--- config.mk ---
export PLATFORM = sky130hd
export DESIGN_NAME = irq_prio_ctrl
export DESIGN_NICKNAME = d
export VERILOG_FILES = /design/src/rtl/irq_pkg.sv /design/src/rtl/irq_pin_detect.sv /design/src/rtl/irq_flag_bank.sv /design/src/rtl/irq_arbiter.sv /design/src/rtl/irq_prio_ctrl.sv
export SDC_FILE = /design/constraint.sdc
export NUM_CORES = 1
export LEC_CHECK = 0
export CAP_MARGIN = 20
export CORE_MARGIN = 2
export CORE_UTILIZATION = 42
export DETAILED_ROUTE_END_ITERATION = 16
export PLACE_DENSITY = 0.83
export SLEW_MARGIN = 20
export SYNTH_ARGS = -nofsm -noshare
export SYNTH_HDL_FRONTEND = slang
export SYNTH_SLANG_ARGS = --single-unit
--- constraint.sdc ---
create_clock -name clk -period 2.37 [get_ports clk]
set_input_delay 0.5925 -clock clk [delete_from_list [all_inputs] [get_ports clk]]
set_output_delay 0.5925 -clock clk [all_outputs]
set_load 0.02 [all_outputs]
--- src/rtl/irq_pkg.sv ---
package irq_pkg;

    localparam logic [5:0] ADDR_ENABLE = 6'h3B;
    localparam logic [5:0] ADDR_FLAGS  = 6'h3A;
    localparam logic [7:0] EXT_FIELD   = 8'hC0;   // bit 7: source 1, bit 6: source 0
    localparam int         NUM_EXT     = 2;

    typedef enum logic [1:0] {
        SENSE_LOW  = 2'b00,
        SENSE_NONE = 2'b01,
        SENSE_FALL = 2'b10,
        SENSE_RISE = 2'b11
    } sense_e;

    typedef struct packed {
        logic evt;   // edge event, sets the flag
        logic lvl;   // level request, bypasses the flag
    } pin_req_t;

    function automatic logic [7:0] ext_to_byte(input logic [1:0] v);
        return {v[1], v[0], 6'b0};
    endfunction

endpackage

--- src/rtl/irq_pin_detect.sv ---
module irq_pin_detect
    import irq_pkg::*;
(
    input  logic     clk,
    input  logic     rst,
    input  logic     pin,
    input  sense_e   mode,
    output pin_req_t req
);
    logic [1:0] sync_q;
    logic       prev_q;
    logic [1:0] warm_q;   // counts until synchroniser and history hold real samples
    logic       live;

    always_ff @(posedge clk) begin
        if (rst) begin
            sync_q <= 2'b00;
            prev_q <= 1'b0;
            warm_q <= 2'd0;
        end else begin
            sync_q <= {sync_q[0], pin};
            prev_q <= sync_q[1];
            if (warm_q != 2'd3) warm_q <= warm_q + 2'd1;
        end
    end

    assign live = (warm_q == 2'd3);

    always_comb begin
        req = '0;
        if (live) begin
            unique case (mode)
                SENSE_FALL: req.evt = prev_q & ~sync_q[1];
                SENSE_RISE: req.evt = ~prev_q & sync_q[1];
                SENSE_LOW:  req.lvl = ~sync_q[1];
                default:    req = '0;
            endcase
        end
    end


    level_mode_no_flag_chk: assert property (@(posedge clk) disable iff (rst)
        (mode == SENSE_LOW || mode == SENSE_NONE) |-> !req.evt);


    edge_mode_no_level_chk: assert property (@(posedge clk) disable iff (rst)
        (mode != SENSE_LOW) |-> !req.lvl);

endmodule

--- src/rtl/irq_flag_bank.sv ---
module irq_flag_bank
    import irq_pkg::*;
#(
    parameter int NUM_SRC = 4
) (
    input  logic               clk,
    input  logic               rst,
    input  logic [5:0]         io_addr,
    input  logic               io_wr,
    input  logic [7:0]         io_wdata,
    input  logic [NUM_SRC-1:0] set_vec,
    input  logic [NUM_SRC-1:0] hw_clr,
    output logic [NUM_SRC-1:0] flags,
    output logic [NUM_EXT-1:0] ext_en,
    output logic [7:0]         io_rdata
);
    logic [7:0]         enable_q;
    logic [NUM_SRC-1:0] sw_clr;
    logic               wr_flags;

    assign wr_flags = io_wr && (io_addr == ADDR_FLAGS);

    always_comb begin
        sw_clr = '0;
        if (wr_flags) begin
            sw_clr[0] = io_wdata[6];
            sw_clr[1] = io_wdata[7];
        end
    end

    always_ff @(posedge clk) begin
        if (rst) begin
            flags    <= '0;
            enable_q <= 8'h00;
        end else begin
            flags <= (flags & ~sw_clr & ~hw_clr) | set_vec;
            if (io_wr && (io_addr == ADDR_ENABLE))
                enable_q <= io_wdata & EXT_FIELD;
        end
    end

    assign ext_en = {enable_q[7], enable_q[6]};

    always_comb begin
        unique case (io_addr)
            ADDR_ENABLE: io_rdata = ext_to_byte(ext_en);
            ADDR_FLAGS:  io_rdata = ext_to_byte(flags[1:0]);
            default:     io_rdata = 8'h00;
        endcase
    end


    flag_only_on_event_chk: assert property (@(posedge clk) disable iff (rst)
        !$past(rst) |-> ((flags & ~$past(flags) & ~$past(set_vec)) == '0));


    write_one_clears_chk: assert property (@(posedge clk) disable iff (rst)
        (!$past(rst) && $past(wr_flags)) |->
        ((flags[1:0] & {$past(io_wdata[7]), $past(io_wdata[6])} & ~$past(set_vec[1:0])) == 2'b00));


    always_comb begin
        reserved_bits_zero_chk: assert (io_rdata[5:0] == 6'b0);
    end

endmodule

--- src/rtl/irq_arbiter.sv ---
module irq_arbiter #(
    parameter int NUM_SRC = 4,
    parameter int VEC_W   = 3
) (
    input  logic               clk,
    input  logic               rst,
    input  logic [NUM_SRC-1:0] pending,
    input  logic               irq_ack,
    input  logic               reti,
    input  logic               gie_set,
    output logic               gie,
    output logic               irq_req,
    output logic [VEC_W-1:0]   irq_vec,
    output logic [NUM_SRC-1:0] clr_vec
);
    logic [NUM_SRC-1:0] grant;
    logic               taken;

    always_comb begin
        grant   = '0;
        irq_vec = '0;
        for (int i = NUM_SRC - 1; i >= 0; i--) begin
            if (pending[i]) begin
                grant    = '0;
                grant[i] = 1'b1;
                irq_vec  = VEC_W'(i + 1);
            end
        end
    end

    assign irq_req = gie && (pending != '0);
    assign taken   = irq_ack && irq_req;
    assign clr_vec = taken ? grant : '0;

    always_ff @(posedge clk) begin
        if (rst)                  gie <= 1'b0;
        else if (taken)           gie <= 1'b0;
        else if (reti || gie_set) gie <= 1'b1;
    end


    ack_drops_gie_chk: assert property (@(posedge clk) disable iff (rst)
        taken |=> !gie);


    reti_sets_gie_chk: assert property (@(posedge clk) disable iff (rst)
        ((reti || gie_set) && !taken) |=> gie);


    single_clear_chk: assert property (@(posedge clk) disable iff (rst)
        $onehot0(clr_vec));


    grant_is_pending_chk: assert property (@(posedge clk) disable iff (rst)
        irq_req |-> ((grant & pending) != '0));

endmodule

--- src/rtl/irq_prio_ctrl.sv ---
module irq_prio_ctrl
    import irq_pkg::*;
#(
    parameter int NUM_PERIPH = 2,
    parameter int VEC_W      = $clog2(NUM_PERIPH + NUM_EXT + 1)
) (
    input  logic                  clk,
    input  logic                  rst,
    input  logic [5:0]            io_addr,
    input  logic                  io_wr,
    input  logic [7:0]            io_wdata,
    output logic [7:0]            io_rdata,
    input  logic [1:0]            ext_pin,
    input  logic [3:0]            ext_sense,
    input  logic [NUM_PERIPH-1:0] periph_evt,
    input  logic [NUM_PERIPH-1:0] periph_en,
    input  logic                  gie_set,
    input  logic                  reti,
    input  logic                  irq_ack,
    output logic                  gie,
    output logic                  irq_req,
    output logic [VEC_W-1:0]      irq_vec
);
    localparam int NUM_SRC = NUM_EXT + NUM_PERIPH;

    pin_req_t           ext_req [NUM_EXT];
    logic [NUM_EXT-1:0] ext_evt;
    logic [NUM_EXT-1:0] ext_lvl;
    logic [NUM_EXT-1:0] ext_en;
    logic [NUM_SRC-1:0] flags;
    logic [NUM_SRC-1:0] clr_vec;
    logic [NUM_SRC-1:0] pending;

    for (genvar g = 0; g < NUM_EXT; g++) begin : g_pin
        irq_pin_detect u_det (
            .clk  (clk),
            .rst  (rst),
            .pin  (ext_pin[g]),
            .mode (sense_e'(ext_sense[2*g +: 2])),
            .req  (ext_req[g])
        );
        assign ext_evt[g] = ext_req[g].evt;
        assign ext_lvl[g] = ext_req[g].lvl;
    end

    irq_flag_bank #(.NUM_SRC(NUM_SRC)) u_flags (
        .clk      (clk),
        .rst      (rst),
        .io_addr  (io_addr),
        .io_wr    (io_wr),
        .io_wdata (io_wdata),
        .set_vec  ({periph_evt, ext_evt}),
        .hw_clr   (clr_vec),
        .flags    (flags),
        .ext_en   (ext_en),
        .io_rdata (io_rdata)
    );

    assign pending = (flags | {{NUM_PERIPH{1'b0}}, ext_lvl}) & {periph_en, ext_en};

    irq_arbiter #(.NUM_SRC(NUM_SRC), .VEC_W(VEC_W)) u_arb (
        .clk     (clk),
        .rst     (rst),
        .pending (pending),
        .irq_ack (irq_ack),
        .reti    (reti),
        .gie_set (gie_set),
        .gie     (gie),
        .irq_req (irq_req),
        .irq_vec (irq_vec),
        .clr_vec (clr_vec)
    );

endmodule

==> impl_results.md, run 1 <==
- Flop and latch count out of synthesis: 17
- Final Net Count: 168
- Starting density of the core: 44.5%
- Internal: 0.463 mW
- Clk pwr share: about 24%
- Period utilization: 97.8%
- Die Height: 49.6 um
- Design Power: roughly 0.64 mW
- Synthesized cell area: about 870 um^2
- Delay-heaviest family, CP: simple AND/OR/NAND/NOR gates
- Core area: 1960 um^2
- Share of power burned in registers: ~52%
- Hold Vio Cnt, Final: 0
- Comb pwr share: between 20% and 30%
- Via density: 4.89
- Crit Path Max Fanout: 4
- Worst-skew pair later-pin latency: 0.29 ns
- Max Cap Viol: 0
- Clock sinks: 17
- Worst path bufs/invs: 3
- Highest Clock Rate: approximately 0.43 GHz
- DRT Pass-1 Iters: 4
- # diodes: 0
- Post-synthesis adder-cell area fraction: 2.87%
- WL final: 1.91 mm
- Area growth syn-to-layout: 47.5%
- Number of global-route vias before repair: ~770
- DIE AREA: 2460 um^2
- First-pass GRT wire length: slightly above 3 mm
- Yosys warning count: 0
- Post-DP HPWL: between 1 and 1.5 mm
- Critical path required time: around 1.8 ns
- Hold_ws: between 0.4 and 0.5 ns
- Fraction of synthesized cell area in xor and xnor cells: under 10%
- Largest family of logic cells by synthesized area: simple AND/OR/NAND/NOR gates
- CTS Buf Count: 3
- Sequential share of the synthesized area: 39.0%
- Final setup violation count: 0
- H-tree depth: 1
- Crit-path cells: clkdlybuf4s15_1, nor4b_4, o21ai_2, buf_4, nand4_1, and2_4, buf_6
- Worst setup EP type: output port
- Clk slew on worst S/H paths: 0.11 ns
- CTS root buffer: clkbuf_4
- Layout cells sized above 1: around 21%
- Max Buffers Root-to-Sink: 2
- Net Switching: approximately 0.17 mW
- CTS tree: built
- Cell Pwr Density: 495 nW/um^2
- Average size of a mapped cell: 9.48 um^2
- Critical Path AT: about 1.7 ns
- Wire per inst: around 12 um
- GP Congestion: between 0.7 and 0.8
- Die Wd: 49.6 um
- CP max stage delay: 0.27 ns
- Switching portion of total power: 27.3%
- CP startpoint kind: input port
- Iteration-0 DRC Markers: 8
- Crit Path Class: input port to output port
- Pleak: 0.534 nW
- Initial antenna violation count: 0
- # IOs: 43
- CP max-delay cell: nor4b_4
- Skew final: ~0.018 ns
- Drt drc: 0
- Post-synthesis simple-gate area fraction: ~29%
- Antenna Nets Post-Route: 0
- Global Route Usage Sum: 16.0%
- Total number of vias: 792
- Rows: 16
- Commonest non-fill, non-tap cell in the layout: clkdlybuf4s50_1
- Post-synthesis mux area share: 6.89%
- # hold bufs at CTS: 0
- Cells after Synth: 92
- Most frequent cells in the layout: clkdlybuf4s50_1, dfxtp_1, buf_4, nor2_1, nor2b_1
- VDD IR-drop max: 0.325 mV
- IO Port Bufs: 30
- Final Max Tran Viols: 0
- Largest net degree at the start of global routing: 15
- Gr ovfl total: 0
- Compound-Gate Fraction of Synth Area: between 10% and 20%
- Final min period: 2.32 ns
- Finished Core Util: around 66%
- Class of the worst hold path: flop to flop
- Outcome: finished clean
- Cell variety after synth: 30
==> sequential cells by signal (all words and copies together) (netlist names) <==
signal / flops
u_arb.gie: 1
u_flags.flags: 4
g_pin.u_det.sync_q: 4
g_pin.u_det.prev_q: 2
g_pin.u_det.warm_q: 4
u_flags.enable_q: 2
==> cell usage after synthesis <==
cell type / count / area share [%]
a211oi_2: 1 / 1.4
a21boi_1: 1 / 0.86
a21oi_1: 2 / 1.1
a41oi_2: 1 / 1.9
and2_1: 2 / 1.4
and3_1: 1 / 0.72
and4_1: 1 / 1.0
and4b_1: 1 / 1.1
buf_4: 6 / 5.2
clkbuf_1: 1 / 0.43
conb_1: 1 / 0.43
dfxtp_1: 17 / 39
ha_1: 2 / 2.9
inv_1: 4 / 1.7
mux2i_1: 6 / 6.9
nand2_1: 6 / 2.6
nand2b_1: 3 / 2.2
nand3_1: 4 / 2.3
nand4_1: 2 / 1.4
nor2_1: 9 / 3.9
nor2b_1: 7 / 5.0
nor3_1: 1 / 0.57
nor3b_1: 1 / 0.86
nor4b_4: 2 / 5.5
o21a_1: 1 / 0.86
o21ai_2: 2 / 2.0
o221a_1: 1 / 1.3
o22ai_1: 2 / 1.4
o311ai_1: 2 / 2.0
xor2_1: 2 / 2.0
==> through the flow <==
step           setup WS, ns  area (um^2)  std cells  setup TNS (ns)
4_1_cts             -0.0199         1260        161         -0.0199
3_5_place_dp         -0.614         1220        153           -2.73
5_1_grt            -0.00138         1290        162        -0.00138
6_report             0.0514         1290        162               0
3_3_place_gp         -0.585         1220        153           -2.53
2_1_floorplan         0.439          891         97               0
==> kinds of logic after synthesis <==
group	Yosys count
simple gates	40
flops	17
mux	6
other cells	1
xor+xnor	2
compound gates	13
fa+ha+maj	2
buf+inv	11
==> area by class of cell <==
cell class / instances / area (um^2)
Fill cell: 172 / 676
Multi-Input combinational cell: 69 / 505
Timing Repair Buffer: 41 / 364
Sequential cell: 17 / 342
Tap cell: 27 / 33.8
Clock buffer: 4 / 26.3
Inverter: 4 / 15.0
==> worst paths after layout <==
kind / startpoint / end / slack [ns] / depth (start not counted)
max: ext_sense[1] / irq_req / 0.05 / 7
min: g_pin[1].u_det.sync_q[0] / g_pin[1].u_det.sync_q[1] / 0.44 / 1
max reg2reg: g_pin[0].u_det.warm_q[0] / u_flags.flags[3] / 0.90 / 7
min reg2reg: g_pin[1].u_det.sync_q[0] / g_pin[1].u_det.sync_q[1] / 0.44 / 1
==> routing by layer <==
metal	track usage (%)	vias up	part of all wire [%]
met3	3.94	2	6.2
met4	4.17	0	0.52
met2	30.9	31	50
met1	16.9	363	43
li1	-	396	-
met5	0	-	0
==> power by group through the flow <==
| stage | clock [mW] | combinational [mW] | sequential (mW) |
|---|---|---|---|
| 6_report | 0.154 | 0.154 | 0.329 |
| 5_1_grt | 0.167 | 0.172 | 0.333 |
| 3_3_place_gp | 0 | 0.146 | 0.330 |
| 4_1_cts | 0.151 | 0.150 | 0.325 |
| 3_5_place_dp | 0 | 0.154 | 0.331 |
| 2_1_floorplan | 0 | 0.0844 | 0.330 |
==> worst register-to-register path: stages, from the launching register on <==
cell and delay [ns]:
dfxtp_2 0.35, ha_4 0.16, nor4b_4 0.12, o21ai_2 0.20
buf_4 0.15, buf_4 0.09, nand4_1 0.10, o221a_1 0.21
==> repair_timing <==
item / 4_1_cts / 5_1_grt
resized for setup: 26 / 10
pin swaps: 4 / 4
setup buffers: 4 / 1
endpoints found under the setup margin: 6 / 6
No activity file was read; power rests on OpenSTA's default activity.
==> run 2: changes to the inputs <==
CELL_PAD_IN_SITES_DETAIL_PLACEMENT = 0   (was default)
CELL_PAD_IN_SITES_GLOBAL_PLACEMENT = 1   (was default)
CORE_ASPECT_RATIO = 0.5   (was default)
CORE_UTILIZATION = 30   (was 42)
PLACE_DENSITY = default   (was 0.83)
PLACE_DENSITY_LB_ADDON = 0.1   (was default)
SLEW_MARGIN = default   (was 20)
==> impl_results.md, run 2 (same netlist as run 1, synthesis figures left out) <==
- Outcome: finished clean
- CP max-delay cell: nor4b_4
- Crit-path cells: dlygate4sd2_1, nor4b_4, o21ai_2, buf_4, nand4_1, and2_1, buf_6
- Final instance area: ~1300 um^2
- Die Wd: 80.3 um
- Layout cells sized above 1: roughly 22%
- Global Route Usage Sum: 12.1%
- Period utilization: between 90% and 100%
- Final setup violation count: 0
- Die Height: 42.1 um
- Wire per inst: ~11 um
- Largest net degree at the start of global routing: 15
- Class of the worst hold path: flop to flop
- Iteration-0 DRC Markers: 21
- Commonest non-fill, non-tap cell in the layout: clkdlybuf4s50_1
- Finished Core Util: between 40% and 50%
- # IOs: 43
- Worst setup EP type: output port
- Core area: 2680 um^2
- Rows: 13
- WL final: 1.90 mm
- Starting density of the core: 32.5%
- CTS root buffer: clkbuf_8
- # diodes: 0
- Pleak: 0.557 nW
- GP Congestion: between 0.7 and 0.8
- Initial antenna violation count: 0
- Critical Path AT: 1.74 ns
- CP startpoint kind: input port
- Worst hold stages: 1
- First-pass GRT wire length: 3.12 mm
- CTS tree: built
- Worst Reg-to-Reg Cells: 7
- Final Net Count: approximately 170
- Via density: approximately 4.4
- IO Port Bufs: 30
- Final min period: approximately 2.3 ns
- DRT Pass-1 Iters: 3
- VDD IR-drop max: 0.387 mV
- Post-Place Cells: 168
- DIE AREA: about 3400 um^2
- RSZ-0062 raised after global routing: no
- Max Buffers Root-to-Sink: 2
- Most frequent cells in the layout: clkdlybuf4s50_1, dfxtp_1, buf_4, nor2_1, nor2b_1
- Cell Pwr Density: 535 nW/um^2
- Pre-CTS setup slack: -0.589 ns
- H-tree depth: 1
- Hold Vio Cnt, Final: 0
- Number of global-route vias before repair: 698
- Flip-flop and latch area: 340 um^2
- Critical path required time: 1.78 ns
- Final std cells w/o fill: 175
- Clk slew on worst S/H paths: 0.07 ns
- Total number of vias: 778
- Drt drc: 0
- Final Max Tran Viols: 0
- Leading registers by flop count: g_pin.u_det.sync_q: 4 flops, g_pin.u_det.warm_q: 4 flops, u_flags.flags: 4 flops
- CTS Buf Count: 3
- CP max stage delay: 0.28 ns
- Antenna Nets Post-Route: 0
- Skew final: between 0.004 and 0.005 ns
- Filler Cell Count: about 260
- Area growth syn-to-layout: 51.4%
- Gr ovfl total: 0
- Post-DP HPWL: 1.49 mm
- Crit Path Max Fanout: 3
- Cell Area, Placed: 1270 um^2
- Multi-input gate area: 490 um^2
- Clock sinks: 17
- Setup TNS: 0 ns
- Worst-skew pair later-pin latency: around 0.25 ns
- Highest Clock Rate: 0.430 GHz
- Crit Path Class: input port to output port
- Max Cap Viol: 0
- # hold bufs at CTS: 0
- Setup ws final: about 0.042 ns
## run 2: cell types whose count changed in the layout (fill, tap and decap cells not counted), moves of 2 or more
cell / delta
buf_4: +3
clkbuf_4: -3
clkbuf_8: +3
clkdlybuf4s15_1: -3
dlygate4sd2_1: +2
## run 2: path summary, 6_finish.rpt
kind	endpoint	slack, ns	from
max reg2reg	u_flags.flags[2]	0.89	g_pin[0].u_det.warm_q[0]
min	g_pin[0].u_det.sync_q[1]	0.44	g_pin[0].u_det.sync_q[0]
min reg2reg	g_pin[0].u_det.sync_q[1]	0.44	g_pin[0].u_det.sync_q[0]
max	irq_req	0.04	ext_sense[0]
## run 2: cell type report
class | count | area share (%)
clock buffers | 3 | 3.13
clock inverters | 1 | 0.569
inverters | 4 | 1.14
multi-input cells | 69 | 37.2
flip-flops and latches | 17 | 25.8
well taps | 37 | 3.51
repair buffers | 44 | 28.7
## run 2: power by group
part / internal (mW) / switching, mW
Combinational: 0.0899 / 0.0667
Clock: 0.118 / 0.108
Sequential: 0.310 / 0.0137
Total: 0.518 / 0.188
## run 2: metal layers
layer | part of all wire [%] | up-vias | GRT usage (%)
li1 | - | 403 | -
met1 | 50 | 349 | 15.9
met2 | 42 | 24 | 18.3
met3 | 6.9 | 2 | 4.31
met4 | 1.1 | 0 | 4.07
met5 | 0 | - | 0
## run 2: through the flow
| stage | power, mW | hold slack, ns |
|---|---|---|
| after floorplan | 0.414 | 0.414 |
| after global placement | 0.490 | 0.418 |
| after detailed placement | 0.493 | 0.427 |
| after CTS | 0.717 | 0.444 |
| after global routing | 0.751 | 0.462 |
| final | 0.706 | 0.442 |
## run 2: worst max-delay path, delay by kind of cell
kind	cells	cell delay [ns]
compound gates	1	0.10
buf+inv	3	0.53
simple gates	3	0.51
## run 2: timing repair
item,CTS,global route
endpoints found under the setup margin,6,6
resized for setup,25,6
buffers inserted,3,0
pin swaps,4,5
